### config.mk
export PLATFORM = sky130hd
export DESIGN_NAME = pow_unit
export DESIGN_NICKNAME = d
export VERILOG_FILES = /design/src/rtl/pow_pkg.sv /design/src/rtl/pow_base_ext.sv /design/src/rtl/pow_trunc_mul.sv /design/src/rtl/pow_zero_rule.sv /design/src/rtl/pow_unit.sv
export SDC_FILE = /design/constraint.sdc
export NUM_CORES = 1
export LEC_CHECK = 0
export ABC_AREA = 1
export BUFFER_PORTS_ARGS = -buffer_cell sky130_fd_sc_hd__clkbuf_2
export CAP_MARGIN = 40
export CORE_AREA = 2 2 85 78
export DETAILED_ROUTE_END_ITERATION = 6
export DIE_AREA = 0 0 87 80
export GPL_TIMING_DRIVEN = 0
export PLACE_DENSITY_LB_ADDON = 0.1
export SYNTH_ARGS = -nofsm -noshare
export SYNTH_HDL_FRONTEND = slang
export SYNTH_HIERARCHICAL = 1
export SYNTH_SLANG_ARGS = --single-unit
export TNS_END_PERCENT = 5
### constraint.sdc
create_clock -name clk -period 8.45 [get_ports clk]
set_clock_uncertainty 0.2 [all_clocks]
set_input_delay 0 -clock clk [delete_from_list [all_inputs] [get_ports clk]]
set_output_delay 0 -clock clk [all_outputs]
set_load 0.1 [all_outputs]
### src/rtl/pow_pkg.sv
package pow_pkg;
    typedef enum logic [1:0] {
        ST_IDLE   = 2'd0,
        ST_RUN    = 2'd1,
        ST_FINISH = 2'd2
    } pow_state_t;
endpackage

### src/rtl/pow_base_ext.sv
module pow_base_ext #(
    parameter int A_W = 6,
    parameter int Y_W = 8
) (
    input  logic [A_W-1:0] base_in,
    input  logic           sign_ext,
    output logic [Y_W-1:0] base_out
);
    generate
        if (Y_W > A_W) begin : g_widen
            logic fill;
            assign fill     = sign_ext & base_in[A_W-1];
            assign base_out = {{(Y_W-A_W){fill}}, base_in};
        end else begin : g_trunc
            logic unused_sign;
            assign unused_sign = sign_ext;
            assign base_out    = base_in[Y_W-1:0];
        end
    endgenerate
endmodule

### src/rtl/pow_trunc_mul.sv
module pow_trunc_mul #(
    parameter int W = 8
) (
    input  logic [W-1:0] op_x,
    input  logic [W-1:0] op_z,
    output logic [W-1:0] prod
);
    logic [2*W-1:0] full;
    assign full = {{W{1'b0}}, op_x} * {{W{1'b0}}, op_z};
    assign prod = full[W-1:0];
endmodule

### src/rtl/pow_zero_rule.sv
module pow_zero_rule #(
    parameter int A_W = 6,
    parameter int B_W = 4
) (
    input  logic [A_W-1:0] base_in,
    input  logic [B_W-1:0] exp_in,
    input  logic           signed_mode,
    output logic           force_zero
);
    logic [A_W-1:0] mag;
    logic           big_mag;

    always_comb begin
        mag     = base_in[A_W-1] ? (~base_in + A_W'(1)) : base_in;
        big_mag = (mag > A_W'(1));
    end

    assign force_zero = signed_mode & exp_in[B_W-1] & big_mag;
endmodule

### src/rtl/pow_unit.sv
module pow_unit #(
    parameter int A_W = 6,
    parameter int B_W = 4,
    parameter int Y_W = 8
) (
    input  logic           clk,
    input  logic           rst_n,
    input  logic           start,
    input  logic           signed_mode,
    input  logic [A_W-1:0] base_a,
    input  logic [B_W-1:0] exp_b,
    output logic [Y_W-1:0] y,
    output logic           done,
    output logic           busy
);
    import pow_pkg::*;

    localparam int IDX_W = (B_W > 1) ? $clog2(B_W) : 1;
    localparam logic [IDX_W-1:0] LAST_IDX = IDX_W'(B_W - 1);

    pow_state_t     state, state_nx;
    logic [Y_W-1:0] acc, sq;
    logic [B_W-1:0] exp_q;
    logic [IDX_W-1:0] idx;
    logic           force_q;

    logic [Y_W-1:0] base_ext;
    logic [Y_W-1:0] acc_prod, sq_prod;
    logic           force_in;

    pow_base_ext #(.A_W(A_W), .Y_W(Y_W)) u_ext (
        .base_in (base_a),
        .sign_ext(signed_mode),
        .base_out(base_ext)
    );

    pow_zero_rule #(.A_W(A_W), .B_W(B_W)) u_rule (
        .base_in    (base_a),
        .exp_in     (exp_b),
        .signed_mode(signed_mode),
        .force_zero (force_in)
    );

    pow_trunc_mul #(.W(Y_W)) u_mul_acc (
        .op_x(acc),
        .op_z(sq),
        .prod(acc_prod)
    );

    pow_trunc_mul #(.W(Y_W)) u_mul_sq (
        .op_x(sq),
        .op_z(sq),
        .prod(sq_prod)
    );

    // State register
    always_ff @(posedge clk or negedge rst_n) begin
        if (!rst_n) state <= ST_IDLE;
        else        state <= state_nx;
    end

    // Transitions
    always_comb begin
        state_nx = state;
        unique case (state)
            ST_IDLE:   if (start) state_nx = ST_RUN;
            ST_RUN:    if (idx == LAST_IDX) state_nx = ST_FINISH;
            ST_FINISH: state_nx = ST_IDLE;
            default:   state_nx = ST_IDLE;
        endcase
    end

    // Datapath
    always_ff @(posedge clk or negedge rst_n) begin
        if (!rst_n) begin
            acc     <= '0;
            sq      <= '0;
            exp_q   <= '0;
            idx     <= '0;
            force_q <= 1'b0;
        end else begin
            unique case (state)
                ST_IDLE: if (start) begin
                    acc     <= Y_W'(1);
                    sq      <= base_ext;
                    exp_q   <= exp_b;
                    idx     <= '0;
                    force_q <= force_in;
                end
                ST_RUN: begin
                    if (exp_q[0]) acc <= acc_prod;
                    sq    <= sq_prod;
                    exp_q <= exp_q >> 1;
                    idx   <= idx + IDX_W'(1);
                end
                default: ;
            endcase
        end
    end

    // Outputs
    always_ff @(posedge clk or negedge rst_n) begin
        if (!rst_n) begin
            y    <= '0;
            done <= 1'b0;
        end else begin
            done <= 1'b0;
            if (state == ST_FINISH) begin
                y    <= force_q ? '0 : acc;
                done <= 1'b1;
            end
        end
    end

    assign busy = (state != ST_IDLE);

    a_r3_acc_init: assert property (@(posedge clk) disable iff (!rst_n)
        (state == ST_IDLE && start) |=> (acc == Y_W'(1)));

    a_r9_idx_advances: assert property (@(posedge clk) disable iff (!rst_n)
        (state == ST_RUN && idx != LAST_IDX) |=>
            (state == ST_RUN && idx == $past(idx) + IDX_W'(1)));

    a_r7_done_follows_finish: assert property (@(posedge clk) disable iff (!rst_n)
        done |-> ($past(state) == ST_FINISH));

    a_r5_force_zero: assert property (@(posedge clk) disable iff (!rst_n)
        (state == ST_FINISH && force_q) |=> (y == '0 && done));

    a_r8_done_single: assert property (@(posedge clk) disable iff (!rst_n)
        done |=> !done);

    a_r8_y_hold: assert property (@(posedge clk) disable iff (!rst_n)
        (state != ST_FINISH) |=> $stable(y));
endmodule

Word level (Yosys, flattened, before mapping)
Index checks and enable logic that the tools add are counted.

storage, ports and cells
  register bits after elaboration = 34
  input bits = 14
  output and inout bits = 10
  logic and storage cells = 45

cells by class
  add/subtract/negate cells = 2
  multipliers = 2
  magnitude comparators = 1
  equal/unequal tests = 6
  multiplexer cells = 15
  bitwise operators = 4
  reduce and logical (&&, ||, !) cells = 7

operators with widths
  operator             count
  $mux 8               4
  $pmux 8 s2           2
  $mul 8x8->8          2
  $pmux 2 s2           2
  $pmux 4 s2           1
  $add 6x1->6 const B  1
  $gt 6x1->1 const B   1
  $mux 2               3
  $mux 6               1
  $ne 2x2->1 const B   3
  $not 6->6            1
  $reduce_and 2->1     3
  $eq 2x2->1 const B   2
  $mux 4               1
  $reduce_bool 2->1    2
  $and 1x1->1          3
  $reduce_and 3->1     1
  $add 2x1->2 const B  1
  $eq 2x1->1 const B   1
  $logic_not 2->1      1
  $mux 1               1

Depth between registers and ports, before layout
Gate-level depths: netlist of the first run.

  word-level depth = 5
  depth in mapped cells = 27
  depth with buffers taken out = 26

Hierarchy
The synthesis of the first run kept the hierarchy.

by module, submodules not included
  module                      times used  cells each  area an instance (sq um)  sequential area each (sq um)
  pow_unit                    1           199         1626.6                    850.8
  pow_trunc_mul at u_mul_sq   1           173         1042.2                    0.0
  pow_trunc_mul at u_mul_acc  1           170         1026.0                    0.0
  pow_zero_rule               1           17          86.3                      0.0
  pow_base_ext                1           10          67.6                      0.0

Worst setup path after synthesis of the first run
Ideal clock, no wire load.

  kind = register to register
  start = register sq[2]
  end = register sq[7]
  setup time = 116 ps
  arrival time = 3817 ps
  data required time = 8134 ps
  slack = 4316 ps
  stages on the path, launching flop included = 24
  path buffers = 0
  clock period less this slack = 4134 ps
  path through = dfrtp_1 > nand2_1 > fa_1 > inv_1 > ha_1 > inv_1 > fa_1 > fa_1 > inv_1 > ha_1 > nand2_1 > nand2_1 > a21oi_1 > nand3_1 > nand2_1 > nand2_2 > nand2_1 > nand2_1 > nand2_1 > inv_1 > nand3_1 > nand2_1 > nand2_1 > nand2_1

between the ends
  word-level cells in the longest chain between the ends = 2

RTL lines
  what                    RTL line            RTL
  start, declared         pow_unit.sv:22      logic [Y_W-1:0] acc, sq;
  start signal, assigned  pow_unit.sv:85      sq <= base_ext;
  start signal, assigned  pow_unit.sv:92      sq <= sq_prod;
  $mul 8x8->8             pow_trunc_mul.sv:9  assign full = {{W{1'b0}}, op_x} * {{W{1'b0}}, op_z};
  named net sq_prod[7]    pow_unit.sv:28      logic [Y_W-1:0] acc_prod, sq_prod;
  $pmux 8 s2              pow_unit.sv:82      unique case (state)

The timed path passes the listed nets, and every way through them passes these cells.
A chain may end at the register's enable or synchronous reset.

Final worst setup path of the first run
Ends and elaborated chain as after synthesis.

==> results.ini, run 1 <==
[yosys]
synth_fp_nets=641
netlist_area_um2=3850
ys_top_cells_by_area=dfrtp_1 22%, nand2_1 21%, fa_1 12%
synthCells=569
ys_ff_latch=34
synth.distinct_cells=27
yosysSeqAreaShare=0.221
yosysWarnings=6
yosysTopAreaCell=dfrtp_1
syn_area_per_cell_um2=6.76
synth.top_cell.area_share=0.221

[setup_path]
arrival_ns=4.60
critPathKind=reg -> reg
cp-start-kind=flip-flop
path_max_fanout=20
end_kind=flip-flop
crit_required_ns=8.43

[worst_hold_path]
hold_class=in -> reg

[final_layout]
layout_commonest_cell=nand2_1
area_growth_pct=13.1
fin_area_um2=4350
drive_above_1_share=0.123
fin_nets=687
final_cell_mix=216 x nand2_1, 115 x inv_1, 60 x nand3_1
diodes=0
instances_no_fill=688

[route]
via_per_inst=5.01
drtPass1Iterations=5
drc=0
vias=3444
first_iter_violations=151
detail-route-antenna-nets=0
post_drt_wl_per_cell_um=12.1
finalWirelength_mm=8.31

[global_route]
grt_usage=0.266
grt_pass1_wl_mm=14.8
grt_overflow=0
antenna_found_initial=0
grt_pass1_vias=3361
grt_max_degree=35

[place]
place_congestion=0.827
hpwl_mm=6.08
place_inst=664
place_area_um2=4050
port_buffers=23

[clock_network]
cts_sinks=34
numCtsBuffers=5
cts_tree=yes
root_buffer=clkbuf_8
path_clk_slew_ns=0.06
cts_max_path_buffers=2
ctsHtreeMaxLevel=2
clk_latency_ns=0.29

[timing]
drv_slew=0
period_share=0.547
fmax_mhz=216
tns_ns=0
fin_crit_ns=4.62
rsz0062_at_grt=false
slew_headroom=0.443
setup-violations-final=0
hold_viol_final=0
tightest_slew_ns=0.835

[floorplanning]
die_x_um=87
coreArea_um2=6050
die_h_um=80
io-pin-count=24
initial_core_util=0.636
rows=27
dieArea_um2=6960

[power_and_ir_drop]
leakage_nw=2.82
finalPower_mw=1.50
power_density_nw_per_um2=345
peakVddDrop_v=0.000316

[job]
max_cap_violations=0

[status]
outcome=finished clean

==> final timing paths <==
kind | slack, ns | endpoint | start | depth (start not counted)
hold / removal | 0.04 | sq[7] | signed_mode | 8
hold reg to reg | 0.29 | exp_q[3] | exp_q[3] | 2
max in group asynchronous | 7.38 | sq[3] | rst_n | 2
setup reg to reg | 3.83 | sq[7] | sq[2] | 23
setup / recovery | 3.83 | sq[7] | sq[2] | 23
min in group asynchronous | 0.14 | y[3] | rst_n | 2
==> flip-flops by register name (all words and copies together), names as in the netlist <==
| register | flops |
|---|---|
| exp_q | 4 |
| state | 2 |
| done | 1 |
| force_q | 1 |
| idx | 2 |
| sq | 8 |
| y | 8 |
| acc | 8 |
==> kinds of logic after synthesis <==
group                      count (synthesis)  share of synthesized area
AOI/OAI and AO/OA                         17                     0.0270
xor gates and xnor gates                   7                     0.0159
adders and majority gates                 58                      0.235
buffers and inverters                    147                      0.167
DFF                                       34                      0.221
and+or+nand+nor                          306                      0.334
==> metrics by stage <==
step | worst slack (ns) | util | hold WS (ns)
finish | 3.83 | 0.720 | 0.0409
detailed placement | 3.88 | 0.670 | -0.0659
global route | 3.52 | 0.720 | 0.0951
floorplan | 4.32 | - | -0.496
global placement | 3.91 | 0.670 | -0.0714
CTS | 3.84 | 0.720 | 0.0258
==> synth_stat cells (all sizes together) <==
cell type and number:
ha 34, clkinv 1, o21ai 12, nand3 61
nor2 18, inv 120, dfrtp 34, nand2 225
xnor2 3, nand3b 2, buf 24, a21oi 5
clkbuf 2, fa 24, xor2 4
==> worst max-delay path, cell delays in order, from the launching register on <==
cell,delay [ns]
dfrtp_1,0.79
nand2_1,0.17
fa_1,0.57
inv_1,0.05
ha_1,0.27
inv_1,0.06
fa_1,0.51
fa_1,0.55
inv_1,0.04
ha_1,0.33
nand2_1,0.08
nand2_1,0.05
a21oi_1,0.16
nand3_1,0.12
nand2_1,0.09
nand2_2,0.05
nand2_1,0.05
nand2_1,0.05
nand2_1,0.05
inv_1,0.05
nand3_1,0.07
nand2_1,0.05
nand2_1,0.05
nand2_1,0.04
==> metal layers <==
metal	vias up	track usage	part of all wire
met3	11	0.0310	0.035
met4	0	0.0609	0.013
met1	1595	0.356	0.47
met2	65	0.460	0.48
li1	1773	-	-
met5	-	0	0
==> power breakdown <==
group          total [mW]  internal [mW]  switching (mW)
Combinational        1.01          0.348           0.659
Clock               0.179          0.118          0.0606
Sequential          0.315          0.225          0.0899
Total                1.50          0.690           0.809
==> cell type report <==
class	count	area (µm²)
multi-input combinational	388	2360
fill	507	1700
sequential	34	851
inverter	121	457
timing repair buffer	39	275
buffer	26	185
tap	72	90.1
clock buffer	5	68.8
clock inverter	3	68.8
==> repair_timing <==
action | in CTS | in global routing
hold endpoints to repair | 47 | 0
setup buffers | 0 | 0
hold buffers | 16 | 0
gates resized for setup | 0 | 0
No activity file was read; power rests on OpenSTA's default activity.
==> inputs of run 2 (changes only) <==
--- a/config.mk
+++ b/config.mk
@@ -8,9 +8,9 @@
 export ABC_AREA = 1
 export BUFFER_PORTS_ARGS = -buffer_cell sky130_fd_sc_hd__clkbuf_2
 export CAP_MARGIN = 40
-export CORE_AREA = 2 2 85 78
+export CORE_AREA = 2 2 91 84
 export DETAILED_ROUTE_END_ITERATION = 6
-export DIE_AREA = 0 0 87 80
+export DIE_AREA = 0 0 93 86
 export GPL_TIMING_DRIVEN = 0
 export PLACE_DENSITY_LB_ADDON = 0.1
 export SYNTH_ARGS = -nofsm -noshare
==> constraint.sdc (replaced) <==
create_clock -name clk -period 4.1 [get_ports clk]
set_clock_uncertainty 0.2 [all_clocks]
set_input_delay 0 -clock clk [delete_from_list [all_inputs] [get_ports clk]]
set_output_delay 0 -clock clk [all_outputs]
set_load 0.1 [all_outputs]
==> run 2 against run 1 <==
Sequential cell count is the same. The flow now finishes with violations (negative setup slack). Utilization is 5.4 points lower. Die area up 15%. Combinational power rose by 140%. Sequential power is 95% higher. Via count increased by 2.3%. First-iteration DRC count is 21% lower. Total power up 120%. Maximum frequency is 11% higher. Critical path depth is 1 higher.
==> results.ini, run 2 (synthesis gave the netlist of run 1 again) <==
[clock_network]
cts_sinks=34
cts_tree=yes
cts_max_path_buffers=2
root_buffer=clkbuf_8
ctsHtreeMaxLevel=2
path_clk_slew_ns=0.06
clk_latency_ns=0.29
numCtsBuffers=5

[place]
post-place-ws_ns=-0.467
place_area_um2=4080
place_congestion=0.803
port_buffers=23
hpwl_mm=6.01

[global_route]
grt_overflow=0
grt_pass1_vias=3521
grt_usage=0.245
antenna_found_initial=0
grt_pass1_wl_mm=15.8
grt_max_degree=35

[timing]
slew_headroom=0.434
whs_ns=0.0215
period_share=1.01
tightest_slew_ns=0.849
rsz0062_at_grt=true
drv_slew=0
fin_crit_ns=4.15
setup-violations-final=1
setup_slack_ns=-0.0540
hold_viol_final=0
fmax_mhz=241

[route]
wl_met3_um=342
routed.top_layer=met4
wl_met2_mm=4.15
via_per_inst=4.83
post_drt_wl_per_cell_um=12.2
wl_met1_mm=4.25
finalWirelength_mm=8.92
drtPass1Iterations=4
vias=3524
detail-route-antenna-nets=0
drc=0
first_iter_violations=119

[worst_hold_path]
worst_hold_path.endpoint=sq[7]
hold_depth=8
hold_class=in -> reg
hold_start=signed_mode

[floorplanning]
dieArea_um2=8000
coreArea_um2=6970
die_h_um=86
initial_core_util=0.552
io-pin-count=24
die_x_um=93
rows=29

[final_layout]
layout_commonest_cell=nand2_1
diodes=0
drive_above_1_share=0.200
fin_area_um2=4630
fin_nets=707
area_growth_pct=20.4
final_cell_mix=211 x nand2_1, 106 x inv_1, 59 x nand3_1
nFillCells=632
top_regs=acc x8, sq x8, y x8

[setup_path]
critPathKind=reg -> reg
slowest_stage=fa_1
path_buf_inv=5
worst_r2r_endpoint=sq[7]
rrSetupSlack_ns=-0.05
reg2reg_depth=24
critPathMaxStageDelay_ns=0.55
end_kind=flip-flop
cp-start-kind=flip-flop
critical_path_cell_count=24
crit_required_ns=4.08
crit_chain=buf_6, nand2_2, inv_2, fa_2, inv_2, fa_1, fa_1, fa_1, inv_2, ha_4, nand2_1, nand2_1, a21oi_2, nand3_1, nand2_1, nand2_2, nand2_1, nand2_1, nand2_1, inv_1, nand3_1, nand2_1, nand2_1, nand2_1
path_max_fanout=4
r2r-start=sq[2]
crit_top_cell=nand2_1
arrival_ns=4.14
critPathTopFamily=adder cells

[power_and_ir_drop]
peakVddDrop_v=0.000515
power_density_nw_per_um2=720
leakage_nw=2.90

[status]
violations=negative setup slack
outcome=finished, violations left

[job]
max_cap_violations=0

run 2: changes by cell type in the layout (fill, tap and decap cells not counted), moves of 4 or more:
cell     delta
buf_4      +14
buf_6       +8
dfrtp_1     -5
dfrtp_2     +4
ha_1        -5
ha_4        +5
inv_1       -9
inv_2       +9
nand2_1     -5
nand2_2     +5
run 2: power breakdown:
group	leakage [nW]	total [mW]	switching, mW	internal [mW]
registers	0.440	0.614	0.144	0.470
logic	2.41	2.47	1.53	0.938
clock network	0.0482	0.256	0.120	0.135
run 2: layout make-up:
type	count	area, µm²	share of cell area
plain buffers	25	196	0.0424
clock buffers	7	86.3	0.0186
clock inverters	1	5.00	0.00108
inverters	121	457	0.0985
multi-input cells	388	2450	0.529
flip-flops and latches	34	860	0.185
well taps	93	116	0.0251
repair buffers	60	463	0.0999
run 2: through the flow:
stage | power, mW | instances | utilization | setup TNS [ns]
final | 3.34 | 729 | 0.665 | -0.0540
after CTS | 3.20 | 723 | 0.649 | -0.0239
after global placement | 2.64 | 685 | 0.586 | -0.678
after global routing | 3.69 | 729 | 0.665 | -0.479
after floorplan | 2.22 | 569 | - | 0
after detailed placement | 2.68 | 685 | 0.586 | -0.779
run 2: repair_timing:
item                                    in CTS  in global routing
endpoints found under the hold margin       47                  0
endpoints found under the setup margin       2                  3
hold buffers                                16                  0
gates resized for setup                     23                 23
pin swaps                                   14                 13
setup buffers                               15                  6
run 2: how the worst max path moves through the flow:
stage                     start    end  slack (ns)
after detailed placement  sq[3]  sq[7]       -0.47
after floorplan           sq[1]  sq[7]        0.06
after global placement    sq[3]  sq[7]       -0.39
final                     sq[2]  sq[7]       -0.05
after CTS                 sq[2]  sq[7]       -0.02
after global routing      sq[2]  sq[7]       -0.27
run 2: worst reg2reg max path: stages, from the launching register on:
cell     delay [ns]
dfrtp_4        0.50
buf_6          0.14
nand2_2        0.05
inv_2          0.04
fa_2           0.37
inv_2          0.06
fa_1           0.42
fa_1           0.46
fa_1           0.55
inv_2          0.05
ha_4           0.22
nand2_1        0.06
nand2_1        0.06
a21oi_2        0.13
nand3_1        0.12
nand2_1        0.09
nand2_2        0.06
nand2_1        0.08
nand2_1        0.05
nand2_1        0.07
inv_1          0.04
nand3_1        0.07
nand2_1        0.05
nand2_1        0.05
nand2_1        0.04
run 2: metal layers:
| metal | vias to the layer above | GRT usage |
|---|---|---|
| li1 | 1829 | - |
| met5 | - | 0 |
| met4 | 0 | 0.0642 |
| met1 | 1611 | 0.335 |
| met3 | 17 | 0.0413 |
| met2 | 67 | 0.408 |
